## src/rtl/vtrap_pkg.sv

```systemverilog
package vtrap_pkg;

  typedef enum logic [1:0] {
    OP_WFI  = 2'b00,
    OP_WR   = 2'b01,
    OP_RD   = 2'b10,
    OP_NONE = 2'b11
  } op_kind_e;

  localparam logic [1:0] CLS_WFI = 2'b00;
  localparam logic [1:0] CLS_WR  = 2'b01;
  localparam logic [1:0] CLS_RD  = 2'b10;

  // register identifiers
  localparam int unsigned ID_CPUID   = 0;
  localparam int unsigned ID_AFFIN   = 1;
  localparam int unsigned ID_MEMFEAT = 2;
  localparam int unsigned ID_MMU_LO  = 3;
  localparam int unsigned ID_MMU_HI  = 6;
  localparam int unsigned ID_VCPUID  = 7;
  localparam int unsigned ID_VAFFIN  = 8;

  localparam int unsigned NUM_VREG = 2;
  localparam int unsigned VSEL_W   = $clog2(NUM_VREG);

  typedef struct packed {
    logic              guest;
    logic              is_mmu;
    logic              is_memfeat;
    logic              is_cpuid;
    logic              is_affin;
    logic              is_vreg;
    logic [VSEL_W-1:0] vsel;
    logic              is_ro;
  } reg_class_t;

  typedef struct packed {
    logic              trap;
    logic [1:0]        cls;
    logic              sleep;
    logic              rdvalid;
    logic              we;
    logic              vwr;
    logic [VSEL_W-1:0] vsel;
  } decision_t;

endpackage

```

## src/rtl/vtrap_classify.sv

```systemverilog
module vtrap_classify
  import vtrap_pkg::*;
#(
  parameter int unsigned REG_W = 4
) (
  input  logic [1:0]       el,
  input  logic [REG_W-1:0] reg_id,
  output reg_class_t       rc
);
  always_comb begin
    rc            = '0;
    rc.guest      = (el < 2'd2);
    rc.is_cpuid   = (reg_id == REG_W'(ID_CPUID));
    rc.is_affin   = (reg_id == REG_W'(ID_AFFIN));
    rc.is_memfeat = (reg_id == REG_W'(ID_MEMFEAT));
    rc.is_mmu     = (reg_id >= REG_W'(ID_MMU_LO)) && (reg_id <= REG_W'(ID_MMU_HI));
    rc.is_vreg    = (reg_id == REG_W'(ID_VCPUID)) || (reg_id == REG_W'(ID_VAFFIN));
    rc.vsel       = VSEL_W'(reg_id == REG_W'(ID_VAFFIN));
    rc.is_ro      = rc.is_cpuid || rc.is_affin || rc.is_memfeat;
  end
endmodule

```

## src/rtl/vtrap_vregs.sv

```systemverilog
module vtrap_vregs
  import vtrap_pkg::*;
#(
  parameter int unsigned DATA_W = 64
) (
  input  logic                             clk,
  input  logic                             rst_n,
  input  logic                             wr_en,
  input  logic [VSEL_W-1:0]                wr_sel,
  input  logic [DATA_W-1:0]                wr_data,
  output logic [NUM_VREG-1:0][DATA_W-1:0]  val,
  output logic [NUM_VREG-1:0]              written
);
  for (genvar i = 0; i < NUM_VREG; i++) begin : g_vreg
    logic hit;
    assign hit = wr_en && (wr_sel == VSEL_W'(i));

    // contents have no defined reset value
    always_ff @(posedge clk) begin
      if (hit) val[i] <= wr_data;
    end

    always_ff @(posedge clk or negedge rst_n) begin
      if (!rst_n)   written[i] <= 1'b0;
      else if (hit) written[i] <= 1'b1;
    end
  end
endmodule

```

## src/rtl/vtrap_decide.sv

```systemverilog
module vtrap_decide
  import vtrap_pkg::*;
#(
  parameter int unsigned             DATA_W       = 64,
  parameter logic [DATA_W-1:0]       PHYS_CPUID   = '0,
  parameter logic [DATA_W-1:0]       PHYS_AFFIN   = '0,
  parameter logic [DATA_W-1:0]       PHYS_MEMFEAT = '0
) (
  input  logic [1:0]                       kind,
  input  reg_class_t                       rc,
  input  logic                             trap_wfi_en,
  input  logic                             trap_vm_en,
  input  logic                             trap_idrd_en,
  input  logic [NUM_VREG-1:0][DATA_W-1:0]  vval,
  output decision_t                        dec,
  output logic [DATA_W-1:0]                rdata
);
  always_comb begin
    dec   = '0;
    rdata = '0;
    unique case (op_kind_e'(kind))
      OP_WFI: begin
        if (rc.guest && trap_wfi_en) begin
          dec.trap = 1'b1;
          dec.cls  = CLS_WFI;
        end else begin
          dec.sleep = 1'b1;
        end
      end
      OP_WR: begin
        if (rc.guest && trap_vm_en && rc.is_mmu) begin
          dec.trap = 1'b1;
          dec.cls  = CLS_WR;
        end else if (rc.is_vreg) begin
          dec.vwr  = !rc.guest;
          dec.vsel = rc.vsel;
        end else if (!rc.is_ro) begin
          dec.we = 1'b1;
        end
      end
      OP_RD: begin
        if (rc.guest && trap_idrd_en && rc.is_memfeat) begin
          dec.trap = 1'b1;
          dec.cls  = CLS_RD;
        end else if (rc.is_cpuid) begin
          dec.rdvalid = 1'b1;
          rdata       = rc.guest ? vval[0] : PHYS_CPUID;
        end else if (rc.is_affin) begin
          dec.rdvalid = 1'b1;
          rdata       = rc.guest ? vval[1] : PHYS_AFFIN;
        end else if (rc.is_memfeat) begin
          dec.rdvalid = 1'b1;
          rdata       = PHYS_MEMFEAT;
        end else if (rc.is_vreg) begin
          dec.rdvalid = 1'b1;
          rdata       = rc.guest ? '0 : vval[rc.vsel];
        end
      end
      default: ;
    endcase
  end
endmodule

```

## src/rtl/vtrap_unit.sv

```systemverilog
module vtrap_unit
  import vtrap_pkg::*;
#(
  parameter int unsigned       DATA_W       = 64,
  parameter int unsigned       REG_W        = 4,
  parameter logic [DATA_W-1:0] PHYS_CPUID   = DATA_W'(64'h0000_0000_410F_D034),
  parameter logic [DATA_W-1:0] PHYS_AFFIN   = DATA_W'(64'h0000_0000_8000_0102),
  parameter logic [DATA_W-1:0] PHYS_MEMFEAT = DATA_W'(64'h0000_0000_0000_1122)
) (
  input  logic              clk,
  input  logic              rst_n,
  input  logic              trap_wfi_en,
  input  logic              trap_vm_en,
  input  logic              trap_idrd_en,
  input  logic              op_valid,
  output logic              op_ready,
  input  logic [1:0]        op_el,
  input  logic [1:0]        op_kind,
  input  logic [REG_W-1:0]  op_reg,
  input  logic [DATA_W-1:0] op_wdata,
  output logic              res_valid,
  input  logic              res_ready,
  output logic              res_trap,
  output logic [1:0]        res_class,
  output logic [REG_W-1:0]  res_reg,
  output logic              res_sleep,
  output logic              res_rdvalid,
  output logic [DATA_W-1:0] res_rdata,
  output logic              res_we,
  output logic [DATA_W-1:0] res_wdata,
  output logic [1:0]        vid_init
);
  reg_class_t                      rc;
  decision_t                       dec;
  logic [DATA_W-1:0]               dec_rdata;
  logic [NUM_VREG-1:0][DATA_W-1:0] vval;
  logic [NUM_VREG-1:0]             vwritten;
  logic                            accept;

  assign op_ready = !res_valid || res_ready;
  assign accept   = op_valid && op_ready;
  assign vid_init = vwritten;

  vtrap_classify #(.REG_W(REG_W)) u_classify (
    .el     (op_el),
    .reg_id (op_reg),
    .rc     (rc)
  );

  vtrap_decide #(
    .DATA_W       (DATA_W),
    .PHYS_CPUID   (PHYS_CPUID),
    .PHYS_AFFIN   (PHYS_AFFIN),
    .PHYS_MEMFEAT (PHYS_MEMFEAT)
  ) u_decide (
    .kind         (op_kind),
    .rc           (rc),
    .trap_wfi_en  (trap_wfi_en),
    .trap_vm_en   (trap_vm_en),
    .trap_idrd_en (trap_idrd_en),
    .vval         (vval),
    .dec          (dec),
    .rdata        (dec_rdata)
  );

  vtrap_vregs #(.DATA_W(DATA_W)) u_vregs (
    .clk     (clk),
    .rst_n   (rst_n),
    .wr_en   (accept && dec.vwr),
    .wr_sel  (dec.vsel),
    .wr_data (op_wdata),
    .val     (vval),
    .written (vwritten)
  );

  always_ff @(posedge clk or negedge rst_n) begin
    if (!rst_n) begin
      res_valid   <= 1'b0;
      res_trap    <= 1'b0;
      res_class   <= '0;
      res_reg     <= '0;
      res_sleep   <= 1'b0;
      res_rdvalid <= 1'b0;
      res_rdata   <= '0;
      res_we      <= 1'b0;
      res_wdata   <= '0;
    end else if (accept) begin
      res_valid   <= 1'b1;
      res_trap    <= dec.trap;
      res_class   <= dec.cls;
      res_reg     <= op_reg;
      res_sleep   <= dec.sleep;
      res_rdvalid <= dec.rdvalid;
      res_rdata   <= dec_rdata;
      res_we      <= dec.we;
      res_wdata   <= op_wdata;
    end else if (res_ready) begin
      res_valid   <= 1'b0;
    end
  end
endmodule

```

## config.mk

```make
export PLATFORM = sky130hd
export DESIGN_NAME = vtrap_unit
export DESIGN_NICKNAME = d
export VERILOG_FILES = /design/src/rtl/vtrap_pkg.sv /design/src/rtl/vtrap_classify.sv /design/src/rtl/vtrap_vregs.sv /design/src/rtl/vtrap_decide.sv /design/src/rtl/vtrap_unit.sv
export SDC_FILE = /design/constraint.sdc
export NUM_CORES = 1
export LEC_CHECK = 0
export ABC_AREA = 1
export BUFFER_PORTS_ARGS = -buffer_cell sky130_fd_sc_hd__buf_2
export CAP_MARGIN = 20
export CORE_MARGIN = 5
export CORE_UTILIZATION = 55
export CTS_CLUSTER_SIZE = 8
export DETAILED_ROUTE_END_ITERATION = 12
export GPL_ROUTABILITY_DRIVEN = 0
export PLACE_DENSITY = 0.79
export SLEW_MARGIN = 40
export SYNTH_ARGS = -nofsm -noshare
export SYNTH_HDL_FRONTEND = slang
export SYNTH_SLANG_ARGS = --single-unit
```

## constraint.sdc

```tcl
create_clock -name clk -period 10.9 [get_ports clk]
set_input_delay 2.18 -clock clk [delete_from_list [all_inputs] [get_ports clk]]
set_output_delay 2.18 -clock clk [all_outputs]
set_load 0.05 [all_outputs]
```

Word-level counts from Yosys, hierarchy flattened. Index checks and enable logic that the tools add are counted.

Register bits after elaboration: 269. Output and inout port bits: 142. Logic and storage cells: 73.

$lt $le $gt $ge: 4. Equality and inequality tests: 6. Mux-type cells: 30. Bitwise logic cells: 1. Reduce and logical (&&, ||, !) cells: 19.

Operators with widths (count): 2-to-1 mux 64 bit (11); 2-to-1 mux 3 bit (5); 2-to-1 mux 1 bit (12); logical AND 1 bit (10); one-hot mux 3 bit (3 select lines) (1); == test 4 x 1 -> 1 bit (second input constant) (1); == test 4 x 2 -> 1 bit (second input constant) (1); == test 4 x 3 -> 1 bit (second input constant) (1); == test 4 bit (second input constant) (1); greater-or-equal comparator 4 x 2 -> 1 bit (second input constant) (1); <= comparator 4 x 3 -> 1 bit (second input constant) (1); zero test 4 bit (1); logical OR 1 bit (4); == test 2 x 1 -> 1 bit (second input constant) (1); == test 2 bit (second input constant) (1); zero test 1 bit (2); zero test 2 bit (1); less-than comparator 1 x 2 -> 1 bit (second input constant) (1); less-than comparator 2 bit (second input constant) (1); 2-to-1 mux 2 bit (1); nonzero test 2 bit (1); inverter 1 bit (1).

Depth between registers and ports, before layout. Gate-level depths: netlist of run 1.

Depth after elaboration: 10. Gate-level depth with buffers: 12.

Cells and area by module. From an unflattened synthesis of run 1, not the netlist that was laid out.

Cells, all modules: 1409. Area total of the unflattened synthesis: 12414.4 um^2.

By module, submodules not included: vtrap_unit (instances 1, cells each 604, area an instance 5476.5 um^2, seq. area each 3478.3 um^2); vtrap_vregs (instances 1, cells each 139, area an instance 3930.0 um^2, seq. area each 3893.7 um^2); vtrap_decide (instances 1, cells each 645, area an instance 2919.0 um^2, seq. area each 0.0 um^2); vtrap_classify (instances 1, cells each 21, area an instance 88.8 um^2, seq. area each 0.0 um^2).

Worst setup path before layout of run 1. OpenSTA, ideal clock, no wires.

Kind: input to register. Start point: in res_ready. End point: reg u_vregs.written[1]. Library setup time: 0.092 ns. Arrival: 7.824 ns. Data required time: 10.808 ns. Setup slack: 2.984 ns. Cell stages on the path: 7. Buffers on the path: 0. Cell sequence: inv_1 nand2_1 nand2_1 inv_2 nand2_1 nor3_1 or2_2.

Longest elaborated chain between the ends: 4.

Ends and longest elaborated chain: start, declared (line vtrap_unit.sv:22) `input logic res_ready,`; logical OR 1 bit (line vtrap_unit.sv:40) `assign op_ready = !res_valid || res_ready;`; via op_ready (line vtrap_unit.sv:16) `output logic op_ready,`; logical AND 1 bit (line vtrap_unit.sv:41) `assign accept = op_valid && op_ready;`; logical AND 1 bit (line vtrap_unit.sv:69) `.wr_en (accept && dec.vwr),`; logical AND 1 bit (line vtrap_vregs.sv:16) `assign hit = wr_en && (wr_sel == VSEL_W'(i));`; via u_vregs.g_vreg[1].hit (line vtrap_vregs.sv:15) `logic hit;`; end signal, assigned by index (line vtrap_vregs.sv:24) `if (!rst_n) written[i] <= 1'b0;`; end signal, assigned by index (line vtrap_vregs.sv:25) `else if (hit) written[i] <= 1'b1;`; end, declared (line vtrap_vregs.sv:12) `output logic [NUM_VREG-1:0] written`.

The timed path passes the listed nets, and every way through them passes these cells. A chain may end at the register's enable or synchronous reset.

Worst setup path in the final report of run 1.
Start point: in op_reg[2]. End point: reg u_vregs.val[25] (netlist name) (enable).

Longest elaborated chain between the ends: 7. Elaborated cells between the ends (all ways): 13. Those cells by class: 2 x order compare; 2 x eq/ne; 3 x mux; 1 x bitwise; 5 x reduce/logical.

Ends and longest elaborated chain: start, declared (line vtrap_unit.sv:19) `input logic [REG_W-1:0] op_reg,`; greater-or-equal comparator 4 x 2 -> 1 bit, or another cell as far along (line vtrap_classify.sv:16) `rc.is_mmu = (reg_id >= REG_W'(ID_MMU_LO)) && (reg_id <= REG_W'(ID_MMU_HI));`; logical AND 1 bit / logical OR 1 bit (equally long branches) (line vtrap_classify.sv:16, vtrap_classify.sv:17); logical AND 1 bit / 2-to-1 mux 2 bit (equally long branches) (line vtrap_decide.sv:31, vtrap_decide.sv:34); 2-to-1 mux 3 bit * (line vtrap_decide.sv:31) `if (rc.guest && trap_vm_en && rc.is_mmu) begin`; 2-to-1 mux 3 bit * (line vtrap_decide.sv:21) `unique case (op_kind_e'(kind))`; logical AND 1 bit / inverter 1 bit (equally long branches) (line vtrap_unit.sv:69, vtrap_vregs.sv:16); logical AND 1 bit * (line vtrap_vregs.sv:16); via u_vregs.g_vreg[0].hit (line vtrap_vregs.sv:15); end signal, assigned by index (line vtrap_vregs.sv:20) `if (hit) val[i] <= wr_data;`; end, declared (line vtrap_vregs.sv:11) `output logic [NUM_VREG-1:0][DATA_W-1:0] val,`.

The timed path passes the listed nets; every way through them passes the cells marked *.

==> reports/results.txt, run 1 <==
Clock Tree Buf Depth: 3
Die Ht: 156.2 um
utilization after layout: 0.6683
register area: 7372 um2
Worst-Margin Slew: 825.8 ps
Filler Cells Inserted: 1,585
Yosys top cell area share: 0.3270
TNS Setup: 0 ps
synth unique cells: 24
Routed WL: 31,070 um
DP Cell Count: 1,749
Peak VDD IR: 0.1537 mV
Worst slew margin: 0.4494
max FFs per register: 128
CTS Hold Bufs: 0
Critical Path RT: 11,020 ps
later-pin clock latency in the skew report: 510 ps
vias: 9,924
asr flop ratio synth: 0.5242
CP Launch Type: input pin
layout cell share with drive strength beyond 1: 0.1900
Final Critical Period: 5456 ps
H-tree depth: 2
met1 GRT Util: 0.3335
Final ANT Viol Nets: 0
Top reg by flops: u_vregs.val
CTS Root Cell: clkbuf_16
Syn Area/Cell: 8.898 um2
Most used DFF post-synth: dfrtp_1
power per cell area: 183.3 nW/um2
syn nets: 1,400
final setup fails: 0
Ys Warns: 0
Worst Setup Path Type: input pin to register
Synth area leader: edfxtp_1
post-place setup slack: 4814 ps
M2 GR Usage: 0.4276
Crit Path Max Fanout: 68
Worst Path Arrival: 5580 ps
Die X: 156.2 um
clock skew: 18.30 ps
area grow syn2layout: 19.52%
post-CTS resize count: 0
vias in the first global route: 9,881
highest-delay cell along the critical path: buf_4
grt total ovfl: 0
met3 Usage GRT: 0.05160
starting density of the core: 0.5591
drt wl/cell: 17.08 um
TritonCTS buffer count: 39
Tcrit/Tclk final: 0.5006
max_cap viols: 0
Final nets: 1,594
final slew viol count: 0
Synth area leaders: edfxtp_1, dfrtp_1, nand2_1
multi-input logic area: 3935 um2
grt peak-use layer: met2
worst setup margin: 5444 ps
hpwl dp: 18,070 um
Post-CTS Setup Inserts: 0
Hold Vio Cnt, Final: 0
Largest regs: u_vregs.val x128, res_rdata x64, res_wdata x64
Tot GR Track Use: 0.2565
Reg clk slew, reported paths: 50 ps
Worst path max stage delay: 610 ps
router iterations before antenna repair: 6
Max Clock Freq: 0.1833 GHz
Die Area: 24,390 um2
Leakage: 7.219 nW
antenna violations before repair: 3
num rows: 53
Clock Sinks: 269
status: completed
CORE AREA: 21,020 um2
HP Class: register to register
RSZ-0062 raised after global routing: no
#FFs+latches synth: 269
synthesized area: 11,750 um2
first-pass GRT wire length: 50,190 um
Remaining DRCs: 0
initial drt markers: 924
CP endpoint kind: register
largest net degree at the start of global routing: 90
top cells by count, synth: nand2_1, dfrtp_1, edfxtp_1
Syn Inst Count: 1,321
Seq/Total Area, Yosys: 0.6272
CTS tree: done
Port Buffers: 219
final cell count without fillers: 1,819
crit-path cells: buf_2 -> nor2_2 -> nand2_8 -> o21ai_4 -> buf_4 -> nand2_1 -> nor2_1 -> nand2_1 -> clkinv_2 -> buf_4
vias per cell: 5.456
Post-synth EDFFs: 128
most frequent cell after synthesis: nand2_1
# IOs: 221
per-stage QoR:
stage | cell area (um2) | power, W | hold WS, ps
2_1_floorplan | 11750 | 0.001404 | 545.9
3_3_place_gp | 12900 | 0.001509 | 456.2
3_5_place_dp | 12940 | 0.001516 | 454.5
4_1_cts | 14030 | 0.002590 | 472.6
5_1_grt | 14050 | 0.002673 | 482.8
6_report | 14050 | 0.002575 | 469.7
logic make-up (layout without fill, tap and decap cells):
logic type	Yosys count	in the layout	synth area share
flops	269	269	0.6272
other cells	0	2	0
buf+inv	98	319	0.04279
compound gates	85	85	0.03758
simple gates	869	869	0.2924
worst max-delay path, delay by kind of cell:
| family | cells | cell delay [ps] |
|---|---|---|
| AOI/OAI and AO/OA | 1 | 150 |
| buffers and inverters | 4 | 1720 |
| and+or+nand+nor | 5 | 1490 |
placed cells by master, fill, tap and decap left out:
cell,instances
nand2_1,714
buf_2,218
dfrtp_1,141
edfxtp_1,128
nand3_1,110
a21oi_1,62
clkbuf_16,39
nor2_1,32
clkbuf_1,27
o21ai_0,11
buf_4,11
inv_1,10
o21ai_1,8
inv_2,6
nor2_4,3
buf_6,3
diode_2,2
nand2_8,2
nor2_2,2
nand4_1,2
or2_2,2
o21bai_1,2
buf_8,2
o21ai_4,1
clkinv_2,1
nor3_2,1
o211ai_4,1
nor3_1,1
inv_6,1
clkinv_1,1
area by class of cell:
class	count	share of cell area
Antenna cell	2	0.0003563
Multi-Input combinational cell	954	0.2801
Clock inverter	2	0.0008906
Inverter	17	0.004631
Tap cell	275	0.02449
Sequential cell	269	0.5248
Clock buffer	66	0.07668
Timing Repair Buffer	234	0.08808
where the power goes:
group / internal [W] / switching (W) / total (W)
clock network: 0.000664 / 0.000411 / 0.00108
registers: 0.00111 / 0.0000219 / 0.00113
logic: 0.0000761 / 0.000290 / 0.000366
worst paths after layout:
kind	startpoint	to	slack [ps]	depth (start not counted)
worst max-delay path	op_reg[2]	u_vregs.val[25]	5440	10
worst min-delay path	res_rdata[38]	res_rdata[38]	470	2
worst max register to register	res_valid	u_vregs.val[25]	8170	8
worst min register to register	res_rdata[38]	res_rdata[38]	470	2
max in group asynchronous	rst_n	res_rdata[28]	8070	2
min in group asynchronous	rst_n	res_wdata[14]	1670	1
per-layer routing:
layer  up-vias  routed length, um  share of wire
met3        80               2628          0.085
met5         -                 21        0.00068
met1      4724              12440           0.40
met4         4                952          0.031
li1       4642                  -              -
met2       474              15030           0.48
(Power assumes the default switching activity.)
==> inputs of run 2 (changes only) <==
- clock period: 10.9 -> 5.64 ns (I/O delays scaled with it)
==> reports/results.txt, run 2 (synthesized netlist as in run 1, its figures left out) <==
TritonCTS buffer count: 39 (unchanged)
antenna violations before repair: 5 (was 3)
RR Startpoint: res_valid (unchanged)
router iterations before antenna repair: 5 (was 6)
initial drt markers: 890 (was 924)
Routed WL: 31,780 um (was 31,070 um)
wire length on met1: 12,420 um (was 12,440 um)
clock skew: 9.494 ps (was 18.30 ps)
Worst Path Arrival: 3430 ps (was 5580 ps)
Die X: 156.2 um (unchanged)
Hold Vio Cnt, Final: 0 (unchanged)
Final Critical Period: 3048 ps
Worst slew margin: 0.4403 (was 0.4494)
Worst Setup Path Type: input pin to register (unchanged)
grt total ovfl: 0 (unchanged)
FF-to-FF path depth: 9 (was 8)
vias per cell: 5.474 (was 5.456)
Min-Delay Endpoint: u_vregs.written[0] (was res_rdata[38])
reg2reg end: res_rdata[56] (was u_vregs.val[25])
final slew viol count: 0 (unchanged)
largest net degree at the start of global routing: 97 (was 90)
starting density of the core: 0.5591 (unchanged)
post-CTS resize count: 0 (unchanged)
power per cell area: 356.1 nW/um2 (was 183.3 nW/um2)
Tcrit/Tclk final: 0.5404
Peak VDD IR: 0.2545 mV (was 0.1537 mV)
status: completed (unchanged)
DR WL met2: 15,730 um (was 15,030 um)
commonest non-fill, non-tap cell in the layout: nand2_1 (unchanged)
hpwl dp: 18,190 um (was 18,070 um)
CTS Root Cell: clkbuf_16 (unchanged)
Critical Path RT: 6020 ps (was 11,020 ps)
Tot GR Track Use: 0.2572 (was 0.2565)
vias: 9,973 (was 9,924)
Clock Sinks: 269 (unchanged)
vias in the first global route: 9,766 (was 9,881)
Final ANT Viol Nets: 0 (unchanged)
Leakage: 7.298 nW (was 7.219 nW)
CP endpoint kind: register (unchanged)
Final nets: 1,596 (was 1,594)
max_cap viols: 0 (unchanged)
met3 wire length: 2650 um (was 2628 um)
final cell count without fillers: 1,822 (was 1,819)
Remaining DRCs: 0 (unchanged)
Top reg by flops: u_vregs.val (unchanged)
most frequent cells in the layout: nand2_1, buf_2, dfrtp_1 (unchanged)
CTS tree: done (unchanged)
Die Ht: 156.2 um (unchanged)
later-pin clock latency in the skew report: 510 ps (about the same)
final setup fails: 0 (unchanged)
dpl cell area: 12,970 um2 (was 12,940 um2)
CORE AREA: 21,020 um2 (unchanged)
Max Clock Freq: 0.3281 GHz
DP Cell Count: 1,749 (unchanged)
TNS Setup: 0 ps (unchanged)
Top Layer Used: met5 (unchanged)
post-place setup slack: 2044 ps (was 4814 ps)
HP Start: u_vregs.written[0] (was res_rdata[38])
layout cell share with drive strength beyond 1: 0.1924 (was 0.1900)
drt wl/cell: 17.44 um (was 17.08 um)
CP Launch Type: input pin (unchanged)
# IOs: 221 (unchanged)
H-tree depth: 2 (unchanged)
utilization after layout: 0.6745 (was 0.6683)
Largest regs: u_vregs.val x128, res_rdata x64, res_wdata x64 (unchanged)
Die Area: 24,390 um2 (unchanged)
RSZ-0062 raised after global routing: no (unchanged)
Post-CTS Setup Inserts: 0 (unchanged)
Clock Tree Buf Depth: 3 (unchanged)
max FFs per register: 128 (unchanged)
num rows: 53 (unchanged)
HP Class: register to register (unchanged)
Worst-Margin Slew: 839.5 ps (was 825.8 ps)
Hold Path Cell Cnt: 1 (was 2)
worst setup margin: 2592 ps (was 5444 ps)
CTS Hold Bufs: 0 (unchanged)
CP startpoint: op_reg[2] (unchanged)
reg-to-reg slack, setup: 3290 ps (was 8170 ps)
first-pass GRT wire length: 49,920 um (was 50,190 um)
area grow syn2layout: 20.63% (was 19.52%)
cell area after layout: 14,180 um2 (was 14,050 um2)
Reg clk slew, reported paths: 50 ps (about the same)
Port Buffers: 219 (unchanged)
Crit Path Max Fanout: 34 (was 68)
-- run 2: cell types whose count changed in the layout (fill, tap and decap cells not counted), sizes merged --
cell    change
diode       +1
clkbuf      +2
inv         -1
clkinv      -1
buf         +2
-- run 2: how the worst max path moves through the flow --
stage                               endpoint
final                     u_vregs.written[0]
after floorplan             u_vregs.val[100]
after detailed placement  u_vregs.written[0]
after CTS                 u_vregs.written[0]
after global placement         res_rdata[56]
after global routing      u_vregs.written[0]
-- run 2: metal layers --
layer / vias to the layer above / global-route usage
met2: 505 / 0.4326
met5: - / 0
met3: 82 / 0.05160
li1: 4658 / -
met4: 4 / 0.1087
met1: 4724 / 0.3274
-- run 2: power breakdown --
group          internal, W  switching, W  total (W)
combinational     0.000150      0.000562   0.000712
clock              0.00135      0.000795    0.00214
sequential         0.00215     0.0000437    0.00219
-- run 2: stage by stage --
| step | hold slack, ps | power, W |
|---|---|---|
| final | 458.4 | 0.005048 |
| after global routing | 488.0 | 0.005229 |
| after CTS | 462.4 | 0.005078 |
| after detailed placement | 448.7 | 0.002933 |
| after global placement | 451.9 | 0.002917 |
| after floorplan | 545.9 | 0.002714 |
-- run 2: area by class of cell --
class                           count  area, um2
Antenna cell                        3      7.507
Clock buffer                       68       1137
Fill cell                        1611       6843
Inverter                           17      67.56
Multi-Input combinational cell    954       3924
Sequential cell                   269       7372
Tap cell                          275      344.1
Timing Repair Buffer              236       1326
-- run 2: critical path, cell delays in order --
cell,delay [ps]
buf_2,170
nor2_2,90
nand2_4,80
o21ai_4,50
nand2_1,420
nor2_1,80
nand2_1,90
clkinv_2,560
buf_12,430
or2_2,300
